[config.mk]
export PLATFORM = sky130hd
export DESIGN_NAME = charge_gauge
export DESIGN_NICKNAME = d
export VERILOG_FILES = /design/src/rtl/gauge_pkg.sv /design/src/rtl/gauge_regs.sv /design/src/rtl/gauge_step.sv /design/src/rtl/gauge_learn.sv /design/src/rtl/charge_gauge.sv
export SDC_FILE = /design/constraint.sdc
export NUM_CORES = 1
export LEC_CHECK = 0
export ABC_AREA = 1
export BUFFER_PORTS_ARGS = -buffer_cell sky130_fd_sc_hd__buf_2
export CAP_MARGIN = 0
export CORE_MARGIN = 2
export CORE_UTILIZATION = 49
export DETAILED_ROUTE_END_ITERATION = 7
export PLACE_DENSITY = 0.71
export REMOVE_ABC_BUFFERS = 1
export SLEW_MARGIN = 20
export SYNTH_ARGS = -nofsm -noshare
export SYNTH_HDL_FRONTEND = slang
export SYNTH_SLANG_ARGS = --single-unit
[constraint.sdc]
create_clock -name clk -period 22.2 [get_ports clk]
set_input_delay 2.22 -clock clk [delete_from_list [all_inputs] [get_ports clk]]
set_output_delay 2.22 -clock clk [all_outputs]
set_load 0.1 [all_outputs]
[src/rtl/gauge_pkg.sv]
package gauge_pkg;

   localparam int EFF_W = 8;

   typedef enum logic [2:0] {
      SEL_NONE,
      SEL_CNT_HI,
      SEL_CNT_LO,
      SEL_CAP_HI,
      SEL_CAP_LO
   } reg_sel_e;

   // weight of one pulse in fraction units: factor + 1 (1..256)
   function automatic logic [EFF_W:0] pulse_weight(input logic [EFF_W-1:0] eff);
      return {1'b0, eff} + {{EFF_W{1'b0}}, 1'b1};
   endfunction

endpackage

[src/rtl/gauge_regs.sv]
module gauge_regs
   import gauge_pkg::*;
#(
   parameter int ADDR_W   = 5,
   parameter int CNT_W    = 16,
   parameter int A_CNT_HI = 3,
   parameter int A_CNT_LO = 23,
   parameter int A_CAP_HI = 5,
   parameter int A_CAP_LO = 6,
   parameter int RD_REG   = 0
) (
   input  logic              clk,
   input  logic              rst_n,
   input  logic [ADDR_W-1:0] reg_addr,
   input  logic              reg_wr,
   input  logic [CNT_W-1:0]  cnt_q,
   input  logic [CNT_W-1:0]  cap_q,
   output logic              wr_cnt_hi,
   output logic              wr_cap_hi,
   output logic              wr_cap_lo,
   output logic              wr_any,
   output logic [7:0]        reg_rdata
);

   localparam logic [ADDR_W-1:0] L_CNT_HI = ADDR_W'(A_CNT_HI);
   localparam logic [ADDR_W-1:0] L_CNT_LO = ADDR_W'(A_CNT_LO);
   localparam logic [ADDR_W-1:0] L_CAP_HI = ADDR_W'(A_CAP_HI);
   localparam logic [ADDR_W-1:0] L_CAP_LO = ADDR_W'(A_CAP_LO);

   reg_sel_e   sel;
   logic [7:0] rd_mux;

   always_comb begin
      sel = SEL_NONE;
      if (reg_addr == L_CNT_HI)      sel = SEL_CNT_HI;
      else if (reg_addr == L_CNT_LO) sel = SEL_CNT_LO;
      else if (reg_addr == L_CAP_HI) sel = SEL_CAP_HI;
      else if (reg_addr == L_CAP_LO) sel = SEL_CAP_LO;
   end

   assign wr_cnt_hi = reg_wr && (sel == SEL_CNT_HI);
   assign wr_cap_hi = reg_wr && (sel == SEL_CAP_HI);
   assign wr_cap_lo = reg_wr && (sel == SEL_CAP_LO);
   assign wr_any    = wr_cnt_hi || wr_cap_hi || wr_cap_lo;

   always_comb begin
      case (sel)
         SEL_CNT_HI: rd_mux = cnt_q[CNT_W-1 -: 8];
         SEL_CNT_LO: rd_mux = cnt_q[7:0];
         SEL_CAP_HI: rd_mux = cap_q[CNT_W-1 -: 8];
         SEL_CAP_LO: rd_mux = cap_q[7:0];
         default:    rd_mux = 8'h00;
      endcase
   end

   generate
      if (RD_REG != 0) begin : g_rd_reg
         logic [7:0] rd_q;
         always_ff @(posedge clk) begin
            if (!rst_n) rd_q <= 8'h00;
            else        rd_q <= rd_mux;
         end
         assign reg_rdata = rd_q;
      end else begin : g_rd_comb
         assign reg_rdata = rd_mux;
      end
   endgenerate

endmodule

[src/rtl/gauge_step.sv]
module gauge_step
   import gauge_pkg::*;
#(
   parameter int CNT_W  = 16,
   parameter int FRAC_W = EFF_W
) (
   input  logic                    clk,
   input  logic                    rst_n,
   input  logic                    chg_pulse,
   input  logic                    dsg_pulse,
   input  logic                    sdsg_pulse,
   input  logic [FRAC_W-1:0]       chg_eff,
   input  logic [FRAC_W-1:0]       dsg_eff,
   input  logic [FRAC_W-1:0]       sdsg_eff,
   input  logic                    wr_cnt_hi,
   input  logic                    wr_any,
   input  logic [7:0]              wr_data,
   input  logic [CNT_W-1:0]        cap_q,
   output logic [CNT_W+FRAC_W-1:0] sub_q,
   output logic [CNT_W+FRAC_W-1:0] sub_nxt,
   output logic [FRAC_W+1:0]       dis_w
);

   localparam int SUB_W = CNT_W + FRAC_W;
   localparam int EXT_W = SUB_W + 2;

   logic [FRAC_W:0]          chg_w;
   logic [FRAC_W+1:0]        add_w;
   logic [FRAC_W+1:0]        rem_w;
   logic [SUB_W-1:0]         base;
   logic signed [EXT_W-1:0]  sum_s;
   logic signed [EXT_W-1:0]  lim_s;

   assign chg_w = chg_pulse ? pulse_weight(chg_eff) : '0;
   assign dis_w = (dsg_pulse  ? {1'b0, pulse_weight(dsg_eff)}  : '0)
                + (sdsg_pulse ? {1'b0, pulse_weight(sdsg_eff)} : '0);

   // a host write owns the cycle: pulses are dropped
   assign add_w = wr_any ? '0 : {1'b0, chg_w};
   assign rem_w = wr_any ? '0 : dis_w;
   assign base  = wr_cnt_hi ? {wr_data, sub_q[SUB_W-9:0]} : sub_q;

   always_comb begin
      sum_s = $signed({2'b00, base}) + $signed(EXT_W'(add_w)) - $signed(EXT_W'(rem_w));
      lim_s = $signed({2'b00, cap_q, {FRAC_W{1'b0}}});
      if (sum_s[EXT_W-1])     sub_nxt = '0;
      else if (sum_s > lim_s) sub_nxt = lim_s[SUB_W-1:0];
      else                    sub_nxt = sum_s[SUB_W-1:0];
   end

   always_ff @(posedge clk) begin
      if (!rst_n) sub_q <= '0;
      else        sub_q <= sub_nxt;
   end

endmodule

[src/rtl/gauge_learn.sv]
module gauge_learn #(
   parameter int CNT_W    = 16,
   parameter int FRAC_W   = 8,
   parameter int INIT_CAP = 2048
) (
   input  logic                    clk,
   input  logic                    rst_n,
   input  logic                    chg_pulse,
   input  logic                    wr_any,
   input  logic                    wr_cap_hi,
   input  logic                    wr_cap_lo,
   input  logic [7:0]              wr_data,
   input  logic [FRAC_W+1:0]       dis_w,
   input  logic [CNT_W+FRAC_W-1:0] sub_q,
   input  logic [CNT_W+FRAC_W-1:0] sub_nxt,
   output logic [CNT_W-1:0]        cap_q,
   output logic                    learn_act
);

   localparam int SUB_W  = CNT_W + FRAC_W;
   localparam int MEAS_W = SUB_W + 2;
   localparam int LRN_W  = MEAS_W - FRAC_W;

   logic [CNT_W-1:0]  cnt_now;
   logic [CNT_W-1:0]  cnt_nxt;
   logic              at_full;
   logic              elig;
   logic              done;
   logic [MEAS_W-1:0] meas_q;
   logic [MEAS_W-1:0] meas_sum;
   logic [LRN_W-1:0]  learned;
   logic [CNT_W-1:0]  learned_sat;

   assign cnt_now  = sub_q[SUB_W-1:FRAC_W];
   assign cnt_nxt  = sub_nxt[SUB_W-1:FRAC_W];
   assign at_full  = (cnt_now == cap_q) && (cap_q != '0);
   assign elig     = (learn_act || at_full) && !chg_pulse && !wr_any;
   assign meas_sum = (at_full ? '0 : meas_q) + MEAS_W'(dis_w);
   assign done     = elig && (cnt_nxt == '0) && (cnt_now != '0);
   assign learned  = meas_sum[MEAS_W-1:FRAC_W];

   always_comb begin
      if (|learned[LRN_W-1:CNT_W])        learned_sat = '1;
      else if (learned[CNT_W-1:0] == '0)  learned_sat = CNT_W'(1);
      else                                learned_sat = learned[CNT_W-1:0];
   end

   always_ff @(posedge clk) begin
      if (!rst_n) begin
         cap_q     <= CNT_W'(INIT_CAP);
         learn_act <= 1'b0;
         meas_q    <= '0;
      end else begin
         if (wr_cap_hi) cap_q[CNT_W-1 -: 8] <= wr_data;
         if (wr_cap_lo) cap_q[7:0]          <= wr_data;
         if (done)      cap_q               <= learned_sat;
         learn_act <= elig && !done;
         meas_q    <= (elig && !done) ? meas_sum : '0;
      end
   end

endmodule

[src/rtl/charge_gauge.sv]
module charge_gauge
   import gauge_pkg::*;
#(
   parameter int CNT_W    = 16,
   parameter int FRAC_W   = EFF_W,
   parameter int ADDR_W   = 5,
   parameter int A_CNT_HI = 3,
   parameter int A_CNT_LO = 23,
   parameter int A_CAP_HI = 5,
   parameter int A_CAP_LO = 6,
   parameter int INIT_CAP = 2048,
   parameter int RD_REG   = 0
) (
   input  logic              clk,
   input  logic              rst_n,
   input  logic              chg_pulse,
   input  logic              dsg_pulse,
   input  logic              sdsg_pulse,
   input  logic [FRAC_W-1:0] chg_eff,
   input  logic [FRAC_W-1:0] dsg_eff,
   input  logic [FRAC_W-1:0] sdsg_eff,
   input  logic [ADDR_W-1:0] reg_addr,
   input  logic              reg_wr,
   input  logic [7:0]        reg_wdata,
   output logic [7:0]        reg_rdata,
   output logic              full,
   output logic              empty
);

   localparam int SUB_W = CNT_W + FRAC_W;

   generate
      if (CNT_W != 16) begin : g_chk_cnt
         $error("charge_gauge: CNT_W must be two host bytes");
      end
      if (FRAC_W != EFF_W) begin : g_chk_frac
         $error("charge_gauge: FRAC_W must match the efficiency width");
      end
      if (INIT_CAP < 0 || INIT_CAP >= (1 << CNT_W)) begin : g_chk_init
         $error("charge_gauge: INIT_CAP out of range");
      end
      if (A_CNT_HI >= (1 << ADDR_W) || A_CNT_LO >= (1 << ADDR_W) ||
          A_CAP_HI >= (1 << ADDR_W) || A_CAP_LO >= (1 << ADDR_W)) begin : g_chk_addr
         $error("charge_gauge: register address exceeds ADDR_W");
      end
      if (A_CNT_HI == A_CNT_LO || A_CNT_HI == A_CAP_HI || A_CNT_HI == A_CAP_LO ||
          A_CNT_LO == A_CAP_HI || A_CNT_LO == A_CAP_LO || A_CAP_HI == A_CAP_LO) begin : g_chk_uniq
         $error("charge_gauge: register addresses overlap");
      end
   endgenerate

   logic [SUB_W-1:0]  sub_q;
   logic [SUB_W-1:0]  sub_nxt;
   logic [FRAC_W+1:0] dis_w;
   logic [CNT_W-1:0]  cap_q;
   logic [CNT_W-1:0]  cnt_q;
   logic              learn_act;
   logic              wr_cnt_hi;
   logic              wr_cap_hi;
   logic              wr_cap_lo;
   logic              wr_any;

   assign cnt_q = sub_q[SUB_W-1:FRAC_W];
   assign full  = (cnt_q == cap_q);
   assign empty = (cnt_q == '0);

   gauge_regs #(
      .ADDR_W(ADDR_W), .CNT_W(CNT_W),
      .A_CNT_HI(A_CNT_HI), .A_CNT_LO(A_CNT_LO),
      .A_CAP_HI(A_CAP_HI), .A_CAP_LO(A_CAP_LO),
      .RD_REG(RD_REG)
   ) u_regs (
      .clk(clk), .rst_n(rst_n),
      .reg_addr(reg_addr), .reg_wr(reg_wr),
      .cnt_q(cnt_q), .cap_q(cap_q),
      .wr_cnt_hi(wr_cnt_hi), .wr_cap_hi(wr_cap_hi), .wr_cap_lo(wr_cap_lo),
      .wr_any(wr_any), .reg_rdata(reg_rdata)
   );

   gauge_step #(.CNT_W(CNT_W), .FRAC_W(FRAC_W)) u_step (
      .clk(clk), .rst_n(rst_n),
      .chg_pulse(chg_pulse), .dsg_pulse(dsg_pulse), .sdsg_pulse(sdsg_pulse),
      .chg_eff(chg_eff), .dsg_eff(dsg_eff), .sdsg_eff(sdsg_eff),
      .wr_cnt_hi(wr_cnt_hi), .wr_any(wr_any), .wr_data(reg_wdata),
      .cap_q(cap_q), .sub_q(sub_q), .sub_nxt(sub_nxt), .dis_w(dis_w)
   );

   gauge_learn #(.CNT_W(CNT_W), .FRAC_W(FRAC_W), .INIT_CAP(INIT_CAP)) u_learn (
      .clk(clk), .rst_n(rst_n),
      .chg_pulse(chg_pulse), .wr_any(wr_any),
      .wr_cap_hi(wr_cap_hi), .wr_cap_lo(wr_cap_lo), .wr_data(reg_wdata),
      .dis_w(dis_w), .sub_q(sub_q), .sub_nxt(sub_nxt),
      .cap_q(cap_q), .learn_act(learn_act)
   );

endmodule

# == After elaboration in Yosys (flattened, before gate mapping) ==
# Cells that the tools add are included.
# op_classes
addsub,7
magnitude_cmp,1
eq_ne,9
mux,19
bitwise,1
n_reduce_logical,25
# op_table
cell,count
two-way mux 24 bit,3
logical NOT 16 bit,3
two-way mux 16 bit,3
two-way mux 9 bit,4
one-hot mux 8 bit (4 select lines),1
nonzero test 16 bit,2
"adder 8 x 1 -> 9 bit, second input constant",3
adder 26 x 10 -> 26 bit,1
> comparator 26 x 25 -> 1 bit,1
two-way mux 26 bit,1
subtractor 26 x 11 -> 26 bit,1
adder 24 x 10 -> 25 bit,1
== test 16 bit,1
two-way mux 8 bit,2
two-way mux 3 bit,4
adder 10 bit,1
"== test 5 x 3 -> 1 bit, second input constant",2
two-way mux 10 bit,1
logical AND 1 bit,9
"== test 3 x 2 -> 1 bit, second input constant",2
"== test 5 x 2 -> 1 bit, second input constant",1
"== test 5 bit, second input constant",1
nonzero test 2 bit,2
"== test 3 x 1 -> 1 bit, second input constant",1
other kinds (7),11
# totals
ff_bits,67
inputBits,43
output_inout_bits,10
word_cells,68

# == Logic depth before layout (Yosys ltp) ==
# logic_depth
word_depth,21
mapped_depth,56

# == Modules after synthesis ==
# Synthesis repeated with hierarchy kept, for this count alone.
# unflattened
cells_unflattened,1445
area_unflattened_um2,8481.9
# by_module_without_submodules
mod,instances,cells_per_inst,area_per_inst_um2
gauge_step,1,764,4553.1
gauge_learn,1,530,3169.3
gauge_regs,1,93,476.7
charge_gauge,1,58,282.8

# == Worst setup path before layout ==
# OpenSTA, ideal clock, no wires.
# synth_path
path_kind,input to register
start,in reg_addr[2]
end,reg u_learn.cap_q[6]
setup_time_ns,0.110
arrival_ns,8.943
required_time_ns,22.090
slack_ns,13.147
cell_stages,48
path_cell_list,inv_1 nor2_1 inv_1 nor4_1 inv_1 nor2_1 inv_1 nand3_1 clkinv_1 nand2_1 nor2_1 ha_1 fa_1 nand3_1 nand3_1 nand2_1 nand2_1 xor2_1 [... 12 more ...] inv_1 ha_1 nand4_1 nor3_1 nand3_1 nand3b_1 o21ai_2 nand3_4 or2_1 nand3_1 nand3_1 nor2_4 nand2_4 buf_6 nand3_1 nand3_1 nand2_1 inv_1
# synth_between
elab_chain_len,19
elab_cells_between_ends,31
# synth_lines
item,line_no,source
"start, declared",charge_gauge.sv:22,"input logic [ADDR_W-1:0] reg_addr,"
== test 5 x 3 -> 1 bit,gauge_regs.sv:38,else if (reg_addr == L_CAP_LO) sel = SEL_CAP_LO;
two-way mux 3 bit,gauge_regs.sv:38,
two-way mux 3 bit,gauge_regs.sv:37,else if (reg_addr == L_CAP_HI) sel = SEL_CAP_HI;
two-way mux 3 bit,gauge_regs.sv:36,else if (reg_addr == L_CNT_LO) sel = SEL_CNT_LO;
two-way mux 3 bit (*),gauge_regs.sv:35,if (reg_addr == L_CNT_HI) sel = SEL_CNT_HI;
== test 3 x 1 -> 1 bit / == test 3 x 2 -> 1 bit (equally long branches),"gauge_regs.sv:41, gauge_regs.sv:42",
logical AND 1 bit (on tied branches),"gauge_regs.sv:41, gauge_regs.sv:42",
logical OR 1 bit (2 in a row),gauge_regs.sv:44,assign wr_any = wr_cnt_hi || wr_cap_hi || wr_cap_lo;
two-way mux 9 bit,gauge_step.sv:39,"assign add_w = wr_any ? '0 : {1'b0, chg_w};"
adder 24 x 10 -> 25 bit,gauge_step.sv:44,"sum_s = $signed({2'b00, base}) + $signed(EXT_W'(add_w)) - $signed(EXT_W'(rem_w));"
subtractor 26 x 11 -> 26 bit,gauge_step.sv:44,
> comparator 26 x 25 -> 1 bit,gauge_step.sv:47,else if (sum_s > lim_s) sub_nxt = lim_s[SUB_W-1:0];
two-way mux 24 bit,gauge_step.sv:47,
two-way mux 24 bit,gauge_step.sv:46,if (sum_s[EXT_W-1]) sub_nxt = '0;
logical NOT 16 bit,gauge_learn.sv:39,assign done = elig && (cnt_nxt == '0) && (cnt_now != '0);
logical AND 1 bit (2 in a row),gauge_learn.sv:39,
two-way mux 16 bit / nonzero test 2 bit (equally long branches),-,
"end signal, assigned by index",gauge_learn.sv:54,if (wr_cap_hi) cap_q[CNT_W-1 -: 8] <= wr_data;
"end signal, assigned",gauge_learn.sv:55,if (wr_cap_lo) cap_q[7:0] <= wr_data;
"end signal, assigned",gauge_learn.sv:56,if (done) cap_q <= learned_sat;
"end, declared",gauge_learn.sv:16,"output logic [CNT_W-1:0] cap_q,"
# Every way passes the cells marked *; elsewhere a longest branch is shown, timed or not.
# A chain may end at the register's enable or synchronous reset.

# == Worst setup path after layout ==
# layout_path
start,in reg_addr[3]
end,reg u_learn.cap_q[5]
# The elaborated chain is that of the path after synthesis.

==> impl_metrics.json <==
{
  "outcome": "completed",
  "fin_nets": 1438,
  "use_met2_pct": 46.2,
  "synth_edf_count": 0,
  "cp_slowest_cell": "o21ai_1",
  "grt_pass1_wl_mm": 37.2,
  "max_stage_delay_ns": 0.70,
  "postSynthCellCount": 1295,
  "n_antenna_cell": 0,
  "clock_power_share_pct": 16.1,
  "post_cts_buffers": 0,
  "crit_required_ns": 22.48,
  "io_buffer_count": 52,
  "syn_to_final_growth_pct": 9.43,
  "row_count": 46,
  "ant_nets": 0,
  "synthAdderAreaFrac_pct": 10.2,
  "vias": 8313,
  "muxShareOfSynthArea_pct": 0,
  "switching_share_pct": 53.8,
  "cp-start-kind": "input port",
  "critPathTopFamily": "simple AND/OR/NAND/NOR gates",
  "grt_max_degree": 35,
  "worst_slew_pin_slew_ns": 0.891,
  "syn_area_um2": 7760,
  "finalMaxSlewViolations": 0,
  "crit_path_max_fanout": 25,
  "cp_num_buf_inv": 7,
  "h-tree-depth": 3,
  "finalCritPeriodShare_pct": 49.2,
  "skew_ns": 0.00596,
  "grt_setup_unrepaired": "false",
  "critical_path_class": "input port to flip-flop",
  "drc": 0,
  "pwr-share-seq_pct": 15.6,
  "synthTopCellsByCount": "nand2_1, inv_1, nor2_1",
  "pwr-share-comb_pct": 68.2,
  "place_area_um2": 8160,
  "top_usage_layer": "met2",
  "yosysTopAreaCellShare_pct": 17.3,
  "slew_headroom_pct": 40.2,
  "grt_use_met1_pct": 37.4,
  "layout-drive-gt1-share_pct": 10.3,
  "crit_top_cell": "nand2_1",
  "track_usage_pct": 27.9,
  "synthTopCellsByArea": "dfxtp_1, nand2_1, inv_1",
  "fmax_mhz": 91.6,
  "power-per-cell-area_nw_per_um2": 119,
  "grt_overflow": 0,
  "die_w_um": 130,
  "yosys.cell_count.top_type": "nand2_1",
  "vdd_ir_drop_max_uv": 59.9,
  "crit_arrival_ns": 11.20,
  "final_cell_area_um2": 8490,
  "switching_power_w": 0.000544,
  "wl_per_cell_um": 14.7,
  "hpwlAfterDp_mm": 18.7,
  "clk_pin_slew_ns": 0.06,
  "synth-xor-area-share_pct": 6.32,
  "cts_root_buf": "clkbuf_16",
  "finalWirelength_mm": 22.9,
  "synth_top_family_by_area": "simple AND/OR/NAND/NOR gates",
  "antenna_found_initial": 0,
  "clock_sinks": 67,
  "drtIter0Drc": 614,
  "clock_latency_ns": 0.34,
  "synth_compound_gate_area_share_pct": 11.0,
  "gp_congestion": 1.01,
  "start_util_pct": 49.6,
  "synth-simple-area-share_pct": 43.1,
  "avgSynthCellArea_um2": 5.99,
  "async_flop_share_pct": 0,
  "fin_setup_tns_ns": 0,
  "hold_violations": 0,
  "max-cap-violations": 0,
  "fin_crit_ns": 10.91,
  "p_int_w": 0.000466,
  "cts_buffers": 9,
  "fp.coreArea_um2": 15700,
  "postCtsHoldBufs": 0,
  "gr-usage-met3_pct": 2.99,
  "holdCritPathClass": "flip-flop to flip-flop",
  "clk_path_buf_depth": 2,
  "io_pins": 53,
  "dr.pass1.iters": 5,
  "ys_warn_count": 0,
  "report.final.setup_viol": 0,
  "dieArea_um2": 16900,
  "seq_area_frac_synth_pct": 17.3,
  "cts-resized-gates": 0,
  "die_y_um": 130,
  "synth_cell_type_count": 53,
  "grt_pass1_vias": 7635,
  "synth_top_cell_by_area": "dfxtp_1",
  "synth_seq_cells": 67,
  "ys.flop_type": "dfxtp_1",
  "tritoncts": "built",
  "leakage_nw": 4.58,
  "endpoint_kind": "flip-flop",
  "viasPerCell": 5.35,
  "fin_util_pct": 54.3
}
## placed cells by master, fill, tap and decap left out, types with 3 or more instances in the layout
master / synthesis / routed
nand3_2: 7 / 7
fa_1: 4 / 4
o2111ai_1: 3 / 3
a21oi_1: 50 / 50
inv_2: 7 / 7
nor2_1: 134 / 134
o21ai_0: 49 / 49
a21oi_2: 5 / 5
nor2_4: 7 / 7
nor4_1: 8 / 8
nand2_1: 349 / 349
o21bai_1: 4 / 4
buf_2: 9 / 52
ha_1: 57 / 57
xor2_1: 35 / 35
a31oi_1: 8 / 8
dfxtp_1: 67 / 67
xnor2_1: 21 / 21
a21o_1: 3 / 3
inv_1: 200 / 200
o22ai_1: 6 / 6
nand4_1: 41 / 41
nand3b_1: 7 / 7
clkbuf_16: 0 / 9
nor2_2: 7 / 7
nor3_1: 23 / 23
nand3_1: 107 / 107
nand2_2: 24 / 24
o21ai_1: 7 / 7
## worst reg2reg max path: cells and delay by family (launching register included)
kind	cells	cell delay [ns]
buf+inv	2	0.13
fa+ha+maj	4	1.34
simple gates	22	3.19
compound gates	4	1.34
flops	1	0.30
xor+xnor	2	0.42
## kinds of logic after synthesis
group	after synthesis
fa+ha+maj	61
xor+xnor	56
simple gates	730
flops	67
compound gates	148
buf+inv	233
## registers in the layout (all words and copies together), names as in the netlist
register and flops:
u_learn.learn_act 1, u_step.sub_q 24, u_learn.cap_q 16, u_learn.meas_q 26
## per-layer routing
metal	wire, µm	share of wire, %
met1	10200	45
met5	0	0
met3	1450	6.4
met4	737	3.2
met2	10500	46
## final cells by class
cell class | count | area [µm²]
Clock inverter | 5 | 85.1
Tap cell | 216 | 270
Inverter | 208 | 781
Multi-Input combinational cell | 995 | 5500
Clock buffer | 11 | 253
Timing Repair Buffer | 53 | 268
Sequential cell | 67 | 1340
Fill cell | 1691 | 7160
## power by group through the flow
stage | clock, W | sequential [W] | combinational (W)
3_3_place_gp | 0 | 0.000160 | 0.000668
2_1_floorplan | 0 | 0.000150 | 0.000519
3_5_place_dp | 0 | 0.000159 | 0.000670
4_1_cts | 0.000166 | 0.000157 | 0.000675
6_report | 0.000163 | 0.000158 | 0.000689
5_1_grt | 0.000169 | 0.000159 | 0.000771
## worst paths after layout
| path | start | endpoint | slack (ns) | depth (start not counted) |
|---|---|---|---|---|
| setup / recovery | reg_addr[3] | u_learn.cap_q[5] | 11.29 | 45 |
| hold / removal | u_learn.cap_q[15] | u_step.sub_q[23] | 0.55 | 2 |
| setup reg to reg | u_step.sub_q[0] | u_learn.cap_q[5] | 15.46 | 34 |
| hold reg to reg | u_learn.cap_q[15] | u_step.sub_q[23] | 0.55 | 2 |
## metrics by stage
stage	worst slack, ns	cells	power [W]	hold WS (ns)
4_1_cts	11.46	1555	0.000997	0.547
3_3_place_gp	11.39	1539	0.000828	0.538
2_1_floorplan	12.82	1270	0.000670	0.493
5_1_grt	10.31	1555	0.00110	0.605
6_report	11.29	1555	0.00101	0.547
3_5_place_dp	11.15	1539	0.000829	0.531
Note: power is estimated with default switching activity, not from simulation.
